===== config.mk =====
export PLATFORM = sky130hd
export DESIGN_NAME = msg_ack_tracker
export DESIGN_NICKNAME = d
export VERILOG_FILES = /design/src/rtl/mat_pkg.sv /design/src/rtl/mat_ctrl_regs.sv /design/src/rtl/mat_port_ack.sv /design/src/rtl/mat_release.sv /design/src/rtl/msg_ack_tracker.sv
export SDC_FILE = /design/constraint.sdc
export NUM_CORES = 1
export LEC_CHECK = 0
export BUFFER_PORTS_ARGS = -buffer_cell sky130_fd_sc_hd__buf_4
export CAP_MARGIN = 20
export CORE_MARGIN = 1.5
export CORE_UTILIZATION = 41
export DETAILED_ROUTE_END_ITERATION = 10
export PLACE_DENSITY = 0.84
export SETUP_SLACK_MARGIN = 0.15
export SLEW_MARGIN = 40
export SYNTH_ARGS = -nofsm -noshare
export SYNTH_HDL_FRONTEND = slang
export SYNTH_SLANG_ARGS = --single-unit

===== constraint.sdc =====
create_clock -name clk -period 1.4 [get_ports clk]
set_clock_uncertainty 0.2 [all_clocks]
set_input_delay 0.07 -clock clk [delete_from_list [all_inputs] [get_ports clk]]
set_output_delay 0.07 -clock clk [all_outputs]
set_load 0.1 [all_outputs]

===== src/rtl/mat_pkg.sv =====
package mat_pkg;

  localparam int NPORTS = 2;
  localparam int REG_W  = 5;

  // control word bit positions
  localparam int C_EN_LO  = 0;   // enables occupy [C_EN_LO +: NPORTS]
  localparam int C_SEL_LO = 2;   // selects occupy [C_SEL_LO +: NPORTS]
  localparam int C_START  = 4;

  // status word bit positions
  localparam int S_REL    = 0;
  localparam int S_SEND   = 1;
  localparam int S_BF_LO  = 2;   // buffer-full flags occupy [S_BF_LO +: NPORTS]

  typedef enum logic [NPORTS-1:0] {
    MODE_OFF = 2'b00,
    MODE_A   = 2'b01,
    MODE_B   = 2'b10,
    MODE_AB  = 2'b11
  } mode_e;

  // acknowledge of one port: the status line chosen by its select bit
  function automatic logic pick_ack(input logic [1:0] stat, input logic sel);
    return sel ? stat[1] : stat[0];
  endfunction

  // release condition: every enabled port has acknowledged
  function automatic logic release_met(input logic [NPORTS-1:0] en,
                                       input logic [NPORTS-1:0] have);
    return (en != '0) && ((have & en) == en);
  endfunction

endpackage


===== src/rtl/mat_ctrl_regs.sv =====
module mat_ctrl_regs
  import mat_pkg::*;
(
  input  logic                clk,
  input  logic                rst_n,
  input  logic                wr_en,
  input  logic                wr_addr,
  input  logic [REG_W-1:0]    wr_data,
  output logic [NPORTS-1:0]   en_q,
  output logic [NPORTS-1:0]   en_next,
  output logic [NPORTS-1:0]   sel_q,
  output logic                start,
  output logic                cfg_change,
  output logic [NPORTS-1:0]   clr_bfull
);

  logic                wr_ctrl;
  logic                wr_stat;
  logic [NPORTS-1:0]   sel_next;

  assign wr_ctrl = wr_en && (wr_addr == 1'b0);
  assign wr_stat = wr_en && (wr_addr == 1'b1);

  assign en_next  = wr_ctrl ? wr_data[C_EN_LO  +: NPORTS] : en_q;
  assign sel_next = wr_ctrl ? wr_data[C_SEL_LO +: NPORTS] : sel_q;

  assign start      = wr_ctrl && wr_data[C_START] && (en_next != '0);
  assign cfg_change = wr_ctrl && (en_next != en_q);
  assign clr_bfull  = wr_stat ? wr_data[S_BF_LO +: NPORTS] : '0;

  always_ff @(posedge clk or negedge rst_n) begin
    if (!rst_n) begin
      en_q  <= '0;
      sel_q <= '0;
    end else begin
      en_q  <= en_next;
      sel_q <= sel_next;
    end
  end

endmodule


===== src/rtl/mat_port_ack.sv =====
module mat_port_ack
  import mat_pkg::*;
(
  input  logic        clk,
  input  logic        rst_n,
  input  logic        en_now,
  input  logic        en_nxt,
  input  logic        sel,
  input  logic [1:0]  stat,
  input  logic        send,
  input  logic        clear_pend,
  input  logic        rx_done,
  input  logic        clr_bfull,
  output logic        ack_g,
  output logic        seen,
  output logic        bfull
);

  assign ack_g = en_now && send && pick_ack(stat, sel);

  always_ff @(posedge clk or negedge rst_n) begin
    if (!rst_n) begin
      seen  <= 1'b0;
      bfull <= 1'b0;
    end else begin
      if (!en_nxt || clear_pend) seen <= 1'b0;
      else if (ack_g)            seen <= 1'b1;

      if (!en_nxt)        bfull <= 1'b0;
      else if (rx_done)   bfull <= 1'b1;
      else if (clr_bfull) bfull <= 1'b0;
    end
  end

endmodule


===== src/rtl/mat_release.sv =====
module mat_release
  import mat_pkg::*;
(
  input  logic                clk,
  input  logic                rst_n,
  input  logic [NPORTS-1:0]   en_q,
  input  logic [NPORTS-1:0]   en_next,
  input  logic [NPORTS-1:0]   seen,
  input  logic [NPORTS-1:0]   ack_g,
  input  logic                start,
  input  logic                cfg_change,
  output logic                released,
  output logic                send,
  output logic                rel_event
);

  logic clear_pend;

  assign clear_pend = start || cfg_change;
  assign rel_event  = send && release_met(en_q, seen | ack_g) && !clear_pend;

  always_ff @(posedge clk or negedge rst_n) begin
    if (!rst_n) begin
      released <= 1'b0;
      send     <= 1'b0;
    end else begin
      if (clear_pend || (en_next == '0)) released <= 1'b0;
      else if (rel_event)                released <= 1'b1;

      if (start)                                  send <= 1'b1;
      else if (cfg_change || (en_next == '0))     send <= 1'b0;
      else if (rel_event)                         send <= 1'b0;
    end
  end

endmodule


===== src/rtl/msg_ack_tracker.sv =====
module msg_ack_tracker
  import mat_pkg::*;
(
  input  logic              clk,
  input  logic              rst_n,
  input  logic              wr_en,
  input  logic              wr_addr,
  input  logic [REG_W-1:0]  wr_data,
  input  logic              rd_addr,
  output logic [REG_W-1:0]  rd_data,
  input  logic [1:0]        stat_a,
  input  logic [1:0]        stat_b,
  input  logic              rx_done_a,
  input  logic              rx_done_b,
  output logic              released,
  output logic              send_busy,
  output logic              bfull_a,
  output logic              bfull_b
);

  logic [NPORTS-1:0]        en_q;
  logic [NPORTS-1:0]        en_next;
  logic [NPORTS-1:0]        sel_q;
  logic                     start;
  logic                     cfg_change;
  logic [NPORTS-1:0]        clr_bfull;
  logic [NPORTS-1:0]        seen;
  logic [NPORTS-1:0]        ack_g;
  logic [NPORTS-1:0]        bfull;
  logic [NPORTS-1:0][1:0]   stat_all;
  logic [NPORTS-1:0]        rx_all;
  logic                     rel_event;

  assign stat_all = {stat_b, stat_a};
  assign rx_all   = {rx_done_b, rx_done_a};

  mat_ctrl_regs u_ctrl (
    .clk        (clk),
    .rst_n      (rst_n),
    .wr_en      (wr_en),
    .wr_addr    (wr_addr),
    .wr_data    (wr_data),
    .en_q       (en_q),
    .en_next    (en_next),
    .sel_q      (sel_q),
    .start      (start),
    .cfg_change (cfg_change),
    .clr_bfull  (clr_bfull)
  );

  for (genvar p = 0; p < NPORTS; p++) begin : g_port
    mat_port_ack u_port (
      .clk        (clk),
      .rst_n      (rst_n),
      .en_now     (en_q[p]),
      .en_nxt     (en_next[p]),
      .sel        (sel_q[p]),
      .stat       (stat_all[p]),
      .send       (send_busy),
      .clear_pend (start || cfg_change),
      .rx_done    (rx_all[p]),
      .clr_bfull  (clr_bfull[p]),
      .ack_g      (ack_g[p]),
      .seen       (seen[p]),
      .bfull      (bfull[p])
    );
  end

  mat_release u_rel (
    .clk        (clk),
    .rst_n      (rst_n),
    .en_q       (en_q),
    .en_next    (en_next),
    .seen       (seen),
    .ack_g      (ack_g),
    .start      (start),
    .cfg_change (cfg_change),
    .released   (released),
    .send       (send_busy),
    .rel_event  (rel_event)
  );

  assign bfull_a = bfull[0];
  assign bfull_b = bfull[1];

  always_comb begin
    rd_data = '0;
    if (rd_addr == 1'b0) begin
      rd_data[C_EN_LO  +: NPORTS] = en_q;
      rd_data[C_SEL_LO +: NPORTS] = sel_q;
    end else begin
      rd_data[S_REL]              = released;
      rd_data[S_SEND]             = send_busy;
      rd_data[S_BF_LO +: NPORTS]  = bfull;
    end
  end

endmodule


* Word-level counts from Yosys, hierarchy flattened
Index checks and enable logic that the tools add are counted.
Word-level totals: input port bits 16, output and inout port bits 9, logic and storage cells 62, flip-flop bits (word level) 10
Operators by class: reductions and logical operators 27, mux-type cells 20, eq/ne operators 4, bitwise gates (word level) 3
Operator list (count):
- 1-bit two-way mux | 17
- 1-bit logical AND | 12
- 2-bit nonzero test | 5
- 3-bit inequality test (second input constant) | 2
- 1-bit logical OR | 5
- 2-bit two-way mux | 2
- 4-bit two-way mux | 1
- 1-bit logical NOT | 3
- 3-bit nonzero test | 1
- 2-bit bitwise AND | 1
- 2-bit equality test | 1
- 2-bit logical NOT | 1
- 2-bit inequality test | 1
- 2-bit OR | 1
- 1-bit NOT | 1

* Logic depth before layout (Yosys ltp)
Gate-level depths: netlist (run 1).
word-level depth 11, gate-level depth with buffers 5, mapped depth without buffers 4

* By module
From an unflattened synthesis (run 1), not the netlist that was laid out.
Unflattened totals: cells, all modules 59, area, all modules 648.1 µm²
By module, submodules not included:
- mat_ctrl_regs | cells an instance 17, sequential area each 100.1 µm², times used 1, area an instance 231.5 µm²
- mat_port_ack | cells an instance 10, sequential area each 50.0 µm², times used 2, area an instance 108.9 µm²
- mat_release | cells an instance 15, sequential area each 50.0 µm², times used 1, area an instance 136.4 µm²
- msg_ack_tracker | cells an instance 7, sequential area each 0.0 µm², times used 1, area an instance 62.6 µm²

* Worst setup path before layout (run 1)
OpenSTA, ideal clock, no wires.
kind flip-flop to flip-flop, from reg u_rel.send, to reg u_rel.send, required time 1.079 ns, arrival time 1.565 ns, stages on the path, launching flop included 5, slack -0.486 ns, buffers on the path 0, period minus slack after synthesis 1.886 ns, library setup time 0.121 ns, cell sequence dfrtp_1 > nand2_1 > o21ai_0 > nand2_1 > a31o_1
On the way: cells in the longest elaborated chain, start to end 9, elaborated cells between the ends (all ways) 11, classes of those cells 1 x eq/ne; 2 x bitwise; 8 x reduce/logical
RTL lines:
- start: declaration | line mat_release.sv:13 | output logic send,
- start signal: assignment | line mat_release.sv:25 | send <= 1'b0;
- start signal: assignment | line mat_release.sv:30 | if (start) send <= 1'b1;
- start signal: assignment | line mat_release.sv:31 | else if (cfg_change || (en_next == '0)) send <= 1'b0;
- 1-bit logical AND (2 in a row) | line mat_port_ack.sv:19 | assign ack_g = en_now && send && pick_ack(stat, sel);
- 2-bit OR | line mat_release.sv:20 | assign rel_event = send && release_met(en_q, seen | ack_g) && !clear_pend;
- 2-bit bitwise AND | line mat_pkg.sv:31 | return (en != '0) && ((have & en) == en);
- 2-bit equality test | line mat_pkg.sv:31
- 1-bit logical AND | line mat_pkg.sv:31
- 1-bit logical AND * (2 in a row) | line mat_release.sv:20
- 3-bit nonzero test (no source line) *
Mark *: on every way between the ends. The rest lies on a longest branch, timed or not. A chain may end at the register's enable or synchronous reset.

* Final worst setup path (run 1)
from reg u_ctrl.sel_q[0], to reg u_rel.released
On the way: cells in the longest elaborated chain, start to end 9
RTL lines:
- start: declaration | line mat_ctrl_regs.sv:11 | output logic [NPORTS-1:0] sel_q,
- start signal: assignment | line mat_ctrl_regs.sv:37 | sel_q <= sel_next;
- 1-bit two-way mux | line mat_pkg.sv:25 | return sel ? stat[1] : stat[0];
- 1-bit logical AND | line mat_port_ack.sv:19
- 2-bit OR | line mat_release.sv:20
- 2-bit bitwise AND | line mat_pkg.sv:31
- 2-bit equality test | line mat_pkg.sv:31
- 1-bit logical AND | line mat_pkg.sv:31
- 1-bit logical AND (2 in a row) | line mat_release.sv:20
- 2-bit nonzero test (no source line)
- end signal: assignment | line mat_release.sv:24 | released <= 1'b0;
- end signal: assignment | line mat_release.sv:27 | if (clear_pend || (en_next == '0)) released <= 1'b0;
- end signal: assignment | line mat_release.sv:28 | else if (rel_event) released <= 1'b1;
- end: declaration | line mat_release.sv:12 | output logic released,
No other way between the ends.

==> reports/results.ini, run 1 <==
[clock_network]
ctsHoldBuffers = 9
ctsLongestPathBuffers = 2
clock_latency_reported_for_the_late_side_of_the_worst_skew_pair_ns = 0.28
htree_num_levels = 1
tritoncts.num_buffers = 3
clk_root_buffer_cell = sky130_fd_sc_hd__clkbuf_4
clock_edge_transition_at_the_registers_on_the_reported_setup_and_hold_paths_ns = 0.08
cts_sinks = 10
tritoncts_clock_tree = done

[layout]
fin_util = 0.874
antenna_cells_inserted = 0
num-fill-cells = 48
drive_gt1_frac = 0.617
fin_cells = 122
finalInstanceArea_um2 = 1180
nNetsFinal = 124
syn_to_final_growth_pct = 89.7

[worst_setup_path]
critical_path_class = reg -> reg
reg2reg_setup_slack_ns = -0.21
worst-endpoint-arrival_ns = 1.58
cp_max_fo = 3
endpoint_kind = register
cp-start-kind = register
required_ns = 1.38

[detailed_routing]
detail_route.wirelength_mm = 2.57
drcViolationCount = 0
post_drt_via_cell_ratio = 5.82
drt_first_iter_violations = 40
drtAntennaViolNets = 0
wl_per_cell_um = 21.0
drt-pass1-iter-count = 5
detailroute.via_count = 710

[floorplan]
top_level_ports = 25
core_region_area_um2 = 1350
die_area_um2 = 1760
num_rows = 13
chipWidth_um = 41.9
initial_utilization = 0.461
die_h_um = 41.9

[yosys]
synthMostInstantiatedCell = sky130_fd_sc_hd__dfrtp_1
yosys.area.top_type_share = 0.402
syn-num-nets = 78
yosysTopAreaCell = sky130_fd_sc_hd__dfrtp_1
synth_warnings = 0
ys_top_cells_by_count = 10 x sky130_fd_sc_hd__dfrtp_1, 7 x sky130_fd_sc_hd__mux2_2, 6 x sky130_fd_sc_hd__nand2_1, 5 x sky130_fd_sc_hd__nor2_1, 4 x sky130_fd_sc_hd__mux2i_1
syn-cell-area_um2 = 622
sequential_element_share_of_the_synthesized_area = 0.402
syn_avg_cell_area_um2 = 10.0
synth.lib_cells_used.distinct = 28
async_flop_share = 1.00
netlist_instances = 62
most_used_dff_post_synth = sky130_fd_sc_hd__dfrtp_1
number_of_enable_flip_flop_cells_after_synthesis = 0
synth_area_leaders = sky130_fd_sc_hd__dfrtp_1 40%, sky130_fd_sc_hd__mux2_2 13%, sky130_fd_sc_hd__mux2i_1 6.4%, sky130_fd_sc_hd__buf_6 3.6%, sky130_fd_sc_hd__nand2_1 3.6%
yosys_register_bits = 10

[placed_design]
hpwlAfterDp_mm = 1.12
numPortBuffers = 23
gp_congestion = 0.793
placed_area_um2 = 832
placed_cells_incl_taps = 100

[hold_path]
hold_path.class = in -> reg

[global_route]
grt_pass1_wl_mm = 3.56
met2_use_gr = 0.450
initial_antenna_violation_count = 0
track_usage = 0.282
global_route.usage.met3 = 0.0957
most_congested_layer_reported_by_global_routing = met2
grtUsageMet1 = 0.329
grt.overflow.total = 0
grt_pass1_vias = 713
grt_max_degree = 11

[power]
internal-power_uw = 795
p_leak_uw = 0.000544
ir_worst_vdd_v = 0.000897
pwr-share-seq = 0.269
pwr-share-comb = 0.577
clockPowerShare = 0.154
power_per_cell_area_nw_per_um2 = 1210
power.switching_fraction = 0.443
net_load_switching_power_uw = 633

[timing]
grt_setup_unrepaired = true
max_freq_mhz = 622
setup_viol = 8
slew_violations = 0
fin_ws_ns = -0.208
timing.final.hold_violations = 2
finalHoldWorstSlack_ns = -0.0772
layout_worst_path_cycle_share = 1.15
timing.final.crit_period_ns = 1.61
timing.setup.tns_ns = -1.15

[run]
cap_violations = 0

[outcome]
violations = negative hold slack, negative setup slack
outcome = finished, violations left

## cell families after synthesis
logic type,synth area share
flops,0.402
compound gates,0.131
mux,0.191
buf+inv,0.0885
simple gates,0.167
xor+xnor,0.0141
other cells,0.00603
## critical path, cell delays in order (launching register included)
cell	delay [ns]
sky130_fd_sc_hd__dfrtp_1	0.39
sky130_fd_sc_hd__mux2i_1	0.38
sky130_fd_sc_hd__o21ai_2	0.15
sky130_fd_sc_hd__and3_1	0.21
sky130_fd_sc_hd__o21a_1	0.18
## layout make-up
| cell class | instances | area [um2] | share of cell area |
|---|---|---|---|
| Tap cell | 15 | 18.8 | 0.0159 |
| Timing Repair Buffer | 45 | 470 | 0.399 |
| Inverter | 3 | 11.3 | 0.00954 |
| Multi-Input combinational cell | 45 | 385 | 0.327 |
| Clock buffer | 4 | 26.3 | 0.0223 |
| Sequential cell | 10 | 268 | 0.227 |
## metrics by stage
stage | power, uW | setup slack [ns]
after floorplan | 810 | -0.0191
after global placement | 922 | -0.00441
after detailed placement | 933 | -0.0470
after CTS | 1320 | -0.158
after global routing | 1470 | -0.243
final | 1430 | -0.208
## worst paths after layout
| kind | startpoint | end | cells past startpoint |
|---|---|---|---|
| worst max-delay path | u_ctrl.sel_q[0]$_DFFE_PN0N_ | u_rel.released$_DFFE_PN0P_ | 4 |
| worst min-delay path | wr_data[0] | u_ctrl.en_q[0]$_DFF_PN0_ | 2 |
| worst max register to register | u_ctrl.sel_q[0]$_DFFE_PN0N_ | u_rel.released$_DFFE_PN0P_ | 4 |
| worst min register to register | u_ctrl.sel_q[0]$_DFFE_PN0N_ | u_ctrl.sel_q[0]$_DFFE_PN0N_ | 1 |
| max in group asynchronous | rst_n | g_port[1].u_port.bfull$_DFFE_PN0P_ | 3 |
| min in group asynchronous | rst_n | u_ctrl.sel_q[0]$_DFFE_PN0N_ | 3 |
## layer usage
| metal | wire length [um] | up-vias |
|---|---|---|
| li1 | - | 306 |
| met3 | 188 | 11 |
| met4 | 79 | 0 |
| met2 | 1230 | 37 |
| met1 | 1070 | 356 |
| met5 | 0 | - |
## registers in the layout (all words and copies together) (netlist names)
register / cells
u_rel.send: 1
g_port.u_port.seen: 2
u_rel.released: 1
u_ctrl.sel_q: 2
g_port.u_port.bfull: 2
u_ctrl.en_q: 2
## cells in the final DEF, fill, tap and decap left out, types with 2 or more instances in the layout
cell                            synthesis  routed
sky130_fd_sc_hd__mux2i_2                0       2
sky130_fd_sc_hd__buf_12                 0       7
sky130_fd_sc_hd__mux2_2                 7       2
sky130_fd_sc_hd__nor2_1                 5       5
sky130_fd_sc_hd__dfrtp_2                0       2
sky130_fd_sc_hd__o21ai_2                0       2
sky130_fd_sc_hd__buf_4                  1      23
sky130_fd_sc_hd__a21oi_1                2       2
sky130_fd_sc_hd__clkbuf_4               0       3
sky130_fd_sc_hd__inv_1                  3       2
sky130_fd_sc_hd__nand2_2                0       3
sky130_fd_sc_hd__nand3_1                2       2
sky130_fd_sc_hd__mux2i_1                4       2
sky130_fd_sc_hd__nand2_1                6       3
sky130_fd_sc_hd__buf_6                  2       6
sky130_fd_sc_hd__dfrtp_4                0       4
sky130_fd_sc_hd__mux2_4                 0       5
sky130_fd_sc_hd__dlygate4sd3_1          0       9
sky130_fd_sc_hd__o21ai_0                3       2
sky130_fd_sc_hd__dfrtp_1               10       4
## power groups by stage
| stage | Combinational [uW] | Clock (uW) | Sequential, uW |
|---|---|---|---|
| after floorplan | 328 | 0 | 481 |
| after CTS | 737 | 213 | 374 |
| after global placement | 544 | 0 | 377 |
| final | 824 | 220 | 384 |
| after detailed placement | 553 | 0 | 381 |
| after global routing | 844 | 237 | 387 |
## what timing repair did
| item | CTS | global route |
|---|---|---|
| endpoints found under the setup margin | 13 | 12 |
| hold endpoints to repair | 17 | 2 |
| setup buffers | 6 | 3 |
| cloned | 0 | 0 |
| pin swaps | 6 | 4 |
| gates resized for setup | 32 | 9 |
No activity file was read; power rests on OpenSTA's default activity.
==> run 2: changes to the inputs <==
--- a/config.mk
+++ b/config.mk
@@ -6,10 +6,10 @@
 export NUM_CORES = 1
 export LEC_CHECK = 0
-export BUFFER_PORTS_ARGS = -buffer_cell sky130_fd_sc_hd__buf_4
+export BUFFER_PORTS_ARGS = -buffer_cell sky130_fd_sc_hd__buf_2
 export CAP_MARGIN = 20
 export CORE_MARGIN = 1.5
 export CORE_UTILIZATION = 41
 export DETAILED_ROUTE_END_ITERATION = 10
-export PLACE_DENSITY = 0.84
+export PLACE_DENSITY = 0.73
 export SETUP_SLACK_MARGIN = 0.15
 export SLEW_MARGIN = 40
==> constraint.sdc (replaced) <==
create_clock -name clk -period 1.4 [get_ports clk]
set_clock_uncertainty 0.2 [all_clocks]
set_input_delay 0.28 -clock clk [delete_from_list [all_inputs] [get_ports clk]]
set_output_delay 0.28 -clock clk [all_outputs]
set_load 0.1 [all_outputs]
==> reports/results.ini, run 2 (same netlist as run 1, synthesis figures left out) <==
[timing]
timing.setup.tns_ns = -2.23
fin_ws_ns = -0.299
finalHoldWorstSlack_ns = 0.0136
grt_setup_unrepaired = true
setup_viol = 12
layout_worst_path_cycle_share = 1.21
timing.final.hold_violations = 0
timing.final.crit_period_ns = 1.70
max_freq_mhz = 589
slew_violations = 0

[detailed_routing]
drt-pass1-iter-count = 4
met2RoutedLength_um = 975
routed_metal_1_wire_length_um = 822
wl_per_cell_um = 16.2
drcViolationCount = 0
detailroute.via_count = 633
met3RoutedLength_um = 74
highest_layer = met4
detail_route.wirelength_mm = 1.92
post_drt_via_cell_ratio = 5.32
drt_first_iter_violations = 5
drtAntennaViolNets = 0

[layout]
drive_gt1_frac = 0.673
layout.cells.most_common = sky130_fd_sc_hd__buf_2
antenna_cells_inserted = 0
finalInstanceArea_um2 = 1180
num-fill-cells = 60
layout.cells.most_common_list = 15 x sky130_fd_sc_hd__buf_2, 11 x sky130_fd_sc_hd__buf_6, 8 x sky130_fd_sc_hd__buf_12
multiInputGateArea_um2 = 425
syn_to_final_growth_pct = 89.7
nNetsFinal = 121
fin_cells = 119
final-seq-area_um2 = 267

[placed_design]
placed_area_um2 = 948
gp_congestion = 0.813
hpwlAfterDp_mm = 1.17
numPortBuffers = 23
placed_cells_incl_taps = 106

[worst_setup_path]
required_ns = 0.92
cp_max_fo = 2
cp-start-kind = register
endpoint_kind = primary output
reg2reg_setup_slack_ns = -0.15
worst-endpoint-arrival_ns = 1.22
critical_path_class = reg -> out

[floorplan]
die_h_um = 41.9
top_level_ports = 25
num_rows = 13
core_region_area_um2 = 1350
chipWidth_um = 41.9
die_area_um2 = 1760
initial_utilization = 0.461

[global_route]
grt_max_degree = 11
grt_pass1_vias = 613
grt_pass1_wl_mm = 2.92
track_usage = 0.230
initial_antenna_violation_count = 0
grt.overflow.total = 0

[clock_network]
cts_sinks = 10
clock_edge_transition_at_the_registers_on_the_reported_setup_and_hold_paths_ns = 0.08
tritoncts_clock_tree = done
htree_num_levels = 1
ctsLongestPathBuffers = 2
clock_latency_reported_for_the_late_side_of_the_worst_skew_pair_ns = 0.28
tritoncts.num_buffers = 3
clk_root_buffer_cell = sky130_fd_sc_hd__clkbuf_4

[outcome]
violations = negative setup slack
outcome = finished, violations left

[power]
power.total_uw = 1500
power_per_cell_area_nw_per_um2 = 1270
p_leak_uw = 0.000556
ir_worst_vdd_v = 0.000904

[hold_path]
hold_path.class = in -> reg

[run]
cap_violations = 0

==> run 2: path summary, 6_finish.rpt <==
check / startpoint / endpoint / cells after the start
max in group asynchronous: rst_n / u_rel.send$_DFFE_PN0P_ / 2
setup reg to reg: u_rel.send$_DFFE_PN0P_ / u_rel.released$_DFFE_PN0P_ / 6
hold / removal: rx_done_b / g_port[1].u_port.bfull$_DFFE_PN0P_ / 3
min in group asynchronous: rst_n / g_port[0].u_port.bfull$_DFFE_PN0P_ / 2
hold reg to reg: u_ctrl.sel_q[0]$_DFFE_PN0N_ / u_ctrl.sel_q[0]$_DFFE_PN0N_ / 1
setup / recovery: u_rel.send$_DFFE_PN0P_ / rd_data[1] / 2
==> run 2: critical path, cell delays in order, from the launching register on <==
cell and delay, ns:
sky130_fd_sc_hd__dfrtp_4 0.49, sky130_fd_sc_hd__mux2_4 0.28, sky130_fd_sc_hd__buf_12 0.17
==> run 2: report_power, final <==
part / switching [uW] / leakage, uW / internal (uW)
Sequential: 31.7 / 0.000120 / 335
Combinational: 480 / 0.000416 / 369
Clock: 121 / 0.0000210 / 158
==> run 2: stage by stage <==
step | utilization | setup slack [ns]
detailed placement | 0.703 | -0.0586
floorplan | - | -0.134
global placement | 0.703 | -0.0332
global route | 0.874 | -0.318
CTS | 0.809 | -0.290
finish | 0.874 | -0.299
==> run 2: repair_timing <==
item / 4_1_cts / 5_1_grt
endpoints found under the setup margin: 13 / 14
endpoints found under the hold margin: 10 / 0
setup buffers: 5 / 3
hold buffers: 1 / 0
pin swaps: 5 / 6
gates resized for setup: 14 / 11
==> run 2: layout make-up <==
| type | count | share of cell area |
|---|---|---|
| inverters | 3 | 0.00954 |
| repair buffers | 42 | 0.357 |
| well taps | 15 | 0.0159 |
| clock buffers | 4 | 0.0308 |
| flip-flops and latches | 10 | 0.226 |
| multi-input cells | 45 | 0.361 |
==> run 2: routing by layer <==
metal / global-route usage / vias up
li1: - / 300
met1: 0.271 / 303
met2: 0.394 / 23
met3: 0.0435 / 7
met4: 0.116 / 0
met5: 0 / -
==> run 3: changes to the inputs <==
ABC_AREA = 1   (was default)
==> reports/results.ini, run 3 <==
[clock_network]
ctsLongestPathBuffers = 2
clk_root_buffer_cell = sky130_fd_sc_hd__clkbuf_4
htree_num_levels = 1
cts_sinks = 10
tritoncts.num_buffers = 3

[timing]
globalroute.repair_timing.worst_endpoint = rd_data[2]
worst_endpoint_kind = top-level output

[yosys]
syn-num-nets = 101
yosys_register_bits = 10
async_flop_share = 1.00
yosys.area.top_type_share = 0.407
number_of_enable_flip_flop_cells_after_synthesis = 0
synth_warnings = 0
ys_top_cells_by_count = 22 x sky130_fd_sc_hd__nand2_1, 17 x sky130_fd_sc_hd__inv_1, 10 x sky130_fd_sc_hd__dfrtp_1, 7 x sky130_fd_sc_hd__o21ai_0, 5 x sky130_fd_sc_hd__nand3_1
synthMostInstantiatedCell = sky130_fd_sc_hd__nand2_1
synth.lib_cells_used.distinct = 18
synth_area_leaders = sky130_fd_sc_hd__dfrtp_1 41%, sky130_fd_sc_hd__nand2_1 13%, sky130_fd_sc_hd__inv_1 10%, sky130_fd_sc_hd__o21ai_0 5.7%, sky130_fd_sc_hd__nand2_2 4.1%
most_used_dff_post_synth = sky130_fd_sc_hd__dfrtp_1
yosysTopAreaCell = sky130_fd_sc_hd__dfrtp_1
syn-cell-area_um2 = 616
netlist_instances = 85
syn_avg_cell_area_um2 = 7.24
sequential_element_share_of_the_synthesized_area = 0.407

[floorplan]
num_rows = 13
top_level_ports = 25
die_h_um = 41.8
initial_utilization = 0.456
chipWidth_um = 41.8

[placed_design]
placed_cells_incl_taps = 127
gp_congestion = 0.801
numPortBuffers = 23
placed_area_um2 = 987
hpwlAfterDp_mm = 1.20

[global_route]
initial_antenna_violation_count = 0
grt_max_degree = 11

[outcome]
firstError = [ERROR DPL-0033] detailed placement checks failed during check placement.
stop_stage = 5_1_grt
outcome = aborted with a tool error

==> run 3: kinds of logic after synthesis <==
family / count (synthesis) / share of synthesized area
muxes: 1 / 0.0183
AOI/OAI and AO/OA: 11 / 0.0935
other: 1 / 0.00609
and+or+nand+nor: 40 / 0.319
DFF: 10 / 0.407
buffers and inverters: 20 / 0.128
xor gates and xnor gates: 2 / 0.0285
==> run 3: what timing repair did <==
action                                 4_1_cts
endpoints found under the hold margin       10
hold buffers                                 1
setup endpoints to repair                   14
cloned                                       0
buffers inserted                             6
pin swaps                                    4
gates resized for setup                     18
==> run 3: per-stage QoR <==
| stage | hold WS, ns | utilization | setup slack [ns] |
|---|---|---|---|
| 2_1_floorplan | -0.216 | - | -0.124 |
| 3_3_place_gp | -0.0482 | 0.731 | 0.00273 |
| 3_5_place_dp | -0.0435 | 0.731 | -0.0107 |
| 4_1_cts | 0.0174 | 0.852 | -0.267 |
==> run 4: changes to the inputs <==
CORE_AREA = 2 2 63 65   (was default)
CORE_MARGIN = default   (was 1.5)
CORE_UTILIZATION = default   (was 41)
DIE_AREA = 0 0 65 67   (was default)
PLACE_DENSITY = default   (was 0.73)
PLACE_DENSITY_LB_ADDON = 0.15   (was default)
SETUP_SLACK_MARGIN = default   (was 0.15)
clock period = 1.8 ns   (was 1.4 ns; I/O delays follow)
==> reports/results.ini, run 4 <==
[layout]
num-fill-cells = 403
finalInstanceArea_um2 = 935
antenna_cells_inserted = 0
syn_to_final_growth_pct = 51.8
fin_util = 0.259
final-seq-area_um2 = 254
nNetsFinal = 129
fin_cells = 160
drive_gt1_frac = 0.393
multiInputGateArea_um2 = 309
layout.cells.most_common = sky130_fd_sc_hd__nand2_1
layout.cells.most_common_list = 22 x sky130_fd_sc_hd__nand2_1, 19 x sky130_fd_sc_hd__buf_2, 17 x sky130_fd_sc_hd__inv_1

[power]
internal-power_uw = 586
ir_worst_vdd_v = 0.000409
net_load_switching_power_uw = 463
pwr-share-comb = 0.452
p_leak_uw = 0.000486
power_per_cell_area_nw_per_um2 = 1120
clockPowerShare = 0.269
power.switching_fraction = 0.441
pwr-share-seq = 0.279

[global_route]
grt_pass1_wl_mm = 2.73
track_usage = 0.0858
grt.overflow.total = 0
grt_pass1_vias = 616
grt_max_degree = 11
initial_antenna_violation_count = 0

[detailed_routing]
post_drt_via_cell_ratio = 3.89
detailroute.via_count = 622
drcViolationCount = 0
drtAntennaViolNets = 0
drt_first_iter_violations = 13
wl_per_cell_um = 10.3
detail_route.wirelength_mm = 1.64
drt-pass1-iter-count = 4

[yosys]
yosysTopAreaCell = sky130_fd_sc_hd__dfrtp_1
synth_warnings = 0
synth-simple-area-share = 0.319
synthMostInstantiatedCell = sky130_fd_sc_hd__nand2_1
compound_gate_fraction_of_synth_area = 0.0935
netlist_instances = 85
async_flop_share = 1.00
synth.lib_cells_used.distinct = 18
most_used_dff_post_synth = sky130_fd_sc_hd__dfrtp_1
yosys_register_bits = 10
syn_avg_cell_area_um2 = 7.24
synth_mux_area_frac = 0.0183
yosys.area.top_type_share = 0.407
ys_top_cells_by_count = 22 x sky130_fd_sc_hd__nand2_1, 17 x sky130_fd_sc_hd__inv_1, 10 x sky130_fd_sc_hd__dfrtp_1, 7 x sky130_fd_sc_hd__o21ai_0, 5 x sky130_fd_sc_hd__nand3_1
synth_area_leaders = sky130_fd_sc_hd__dfrtp_1 41%, sky130_fd_sc_hd__nand2_1 13%, sky130_fd_sc_hd__inv_1 10%, sky130_fd_sc_hd__o21ai_0 5.7%, sky130_fd_sc_hd__nand2_2 4.1%
yosys.area_share.adder = 0
sequential_element_share_of_the_synthesized_area = 0.407
xor_xnor_fraction_of_synth_area = 0.0285
syn-num-nets = 101
number_of_enable_flip_flop_cells_after_synthesis = 0
syn-cell-area_um2 = 616
synth_top_family_by_area = simple AND/OR/NAND/NOR gates

[placed_design]
hpwlAfterDp_mm = 1.32
placed_cells_incl_taps = 155
numPortBuffers = 23
placed_area_um2 = 870
gp_congestion = 0.777

[run]
cap_violations = 0

[worst_setup_path]
critical_path_class = reg -> out
required_ns = 1.24
worst-endpoint-arrival_ns = 1.11
endpoint_kind = primary output
cp-start-kind = register
cp_max_fo = 4

[clock_network]
clock_edge_transition_at_the_registers_on_the_reported_setup_and_hold_paths_ns = 0.05
tritoncts.num_buffers = 3
clk_root_buffer_cell = sky130_fd_sc_hd__clkbuf_8
tritoncts_clock_tree = done
cts_sinks = 10
htree_num_levels = 1
clock_latency_reported_for_the_late_side_of_the_worst_skew_pair_ns = 0.24
post_cts_resize_count = 0
ctsLongestPathBuffers = 2

[hold_path]
hold_path.class = in -> reg

[floorplan]
die_h_um = 67
num_rows = 22
die_area_um2 = 4360
core_region_area_um2 = 3610
initial_utilization = 0.171
top_level_ports = 25
chipWidth_um = 65

[timing]
timing.setup.tns_ns = 0
slew_violations = 0
max_freq_mhz = 598
setup_viol = 0
timing.final.crit_period_ns = 1.67
grt_setup_unrepaired = false
layout_worst_path_cycle_share = 0.929
timing.final.hold_violations = 0

[outcome]
outcome = complete, no violations

==> run 4: cell counts after synthesis <==
Identical to the previous run, type by type.
==> run 4: worst paths after layout <==
check | slack, ns | from | end | cells past startpoint
setup / recovery | 0.13 | u_ctrl.sel_q[0]$_DFFE_PN0N_ | rd_data[2] | 2
hold / removal | 0.15 | rx_done_b | g_port[1].u_port.bfull$_DFFE_PN0P_ | 3
setup reg to reg | 0.43 | u_ctrl.en_q[0]$_DFF_PN0_ | u_rel.send$_DFFE_PN0P_ | 7
hold reg to reg | 0.37 | u_ctrl.sel_q[0]$_DFFE_PN0N_ | u_ctrl.sel_q[0]$_DFFE_PN0N_ | 2
max in group asynchronous | 0.86 | rst_n | g_port[1].u_port.bfull$_DFFE_PN0P_ | 2
min in group asynchronous | 0.32 | rst_n | u_rel.released$_DFFE_PN0P_ | 2
==> run 4: final cells by class <==
class | instances | area share
repair buffers | 24 | 0.198
inverters | 19 | 0.0763
multi-input cells | 55 | 0.331
well taps | 48 | 0.0643
clock buffers | 4 | 0.0589
flip-flops and latches | 10 | 0.272
==> run 4: kinds of logic (layout without fill, tap and decap cells) <==
kind of cell,Yosys count,in the layout
xor gates and xnor gates,2,2
other,1,1
muxes,1,1
DFF,10,10
and+or+nand+nor,40,40
AOI/OAI and AO/OA,11,11
buffers and inverters,20,47
==> run 4: critical path, stage by stage, from the launching register on <==
cell and delay [ns]:
sky130_fd_sc_hd__dfrtp_1 0.41, sky130_fd_sc_hd__mux2_4 0.30, sky130_fd_sc_hd__buf_12 0.17
==> run 4: what timing repair did <==
action / CTS / global route
hold endpoints to repair: 10 / 0
setup buffers: 0 / 0
hold buffers: 1 / 0
==> run 4: layer usage <==
metal	GRT usage	routed length, um	up-vias
met4	0.0346	27	0
met2	0.134	718	26
met3	0.0355	122	2
met5	0	0	-
met1	0.104	774	283
li1	-	-	311
==> run 4: power by group through the flow <==
stage	clock network (uW)	registers, uW	logic (uW)
finish	283	293	474
global route	308	299	501
CTS	295	293	478
detailed placement	0	297	476
global placement	0	296	475
floorplan	0	397	236
==> run 4: stage by stage <==
step	hold slack (ns)	power [uW]	setup WS (ns)
6_report	0.148	1050	0.128
3_5_place_dp	0.0386	772	0.178
3_3_place_gp	0.0447	770	0.182
4_1_cts	0.143	1070	0.110
2_1_floorplan	-0.136	633	-0.261
5_1_grt	0.172	1110	0.0769
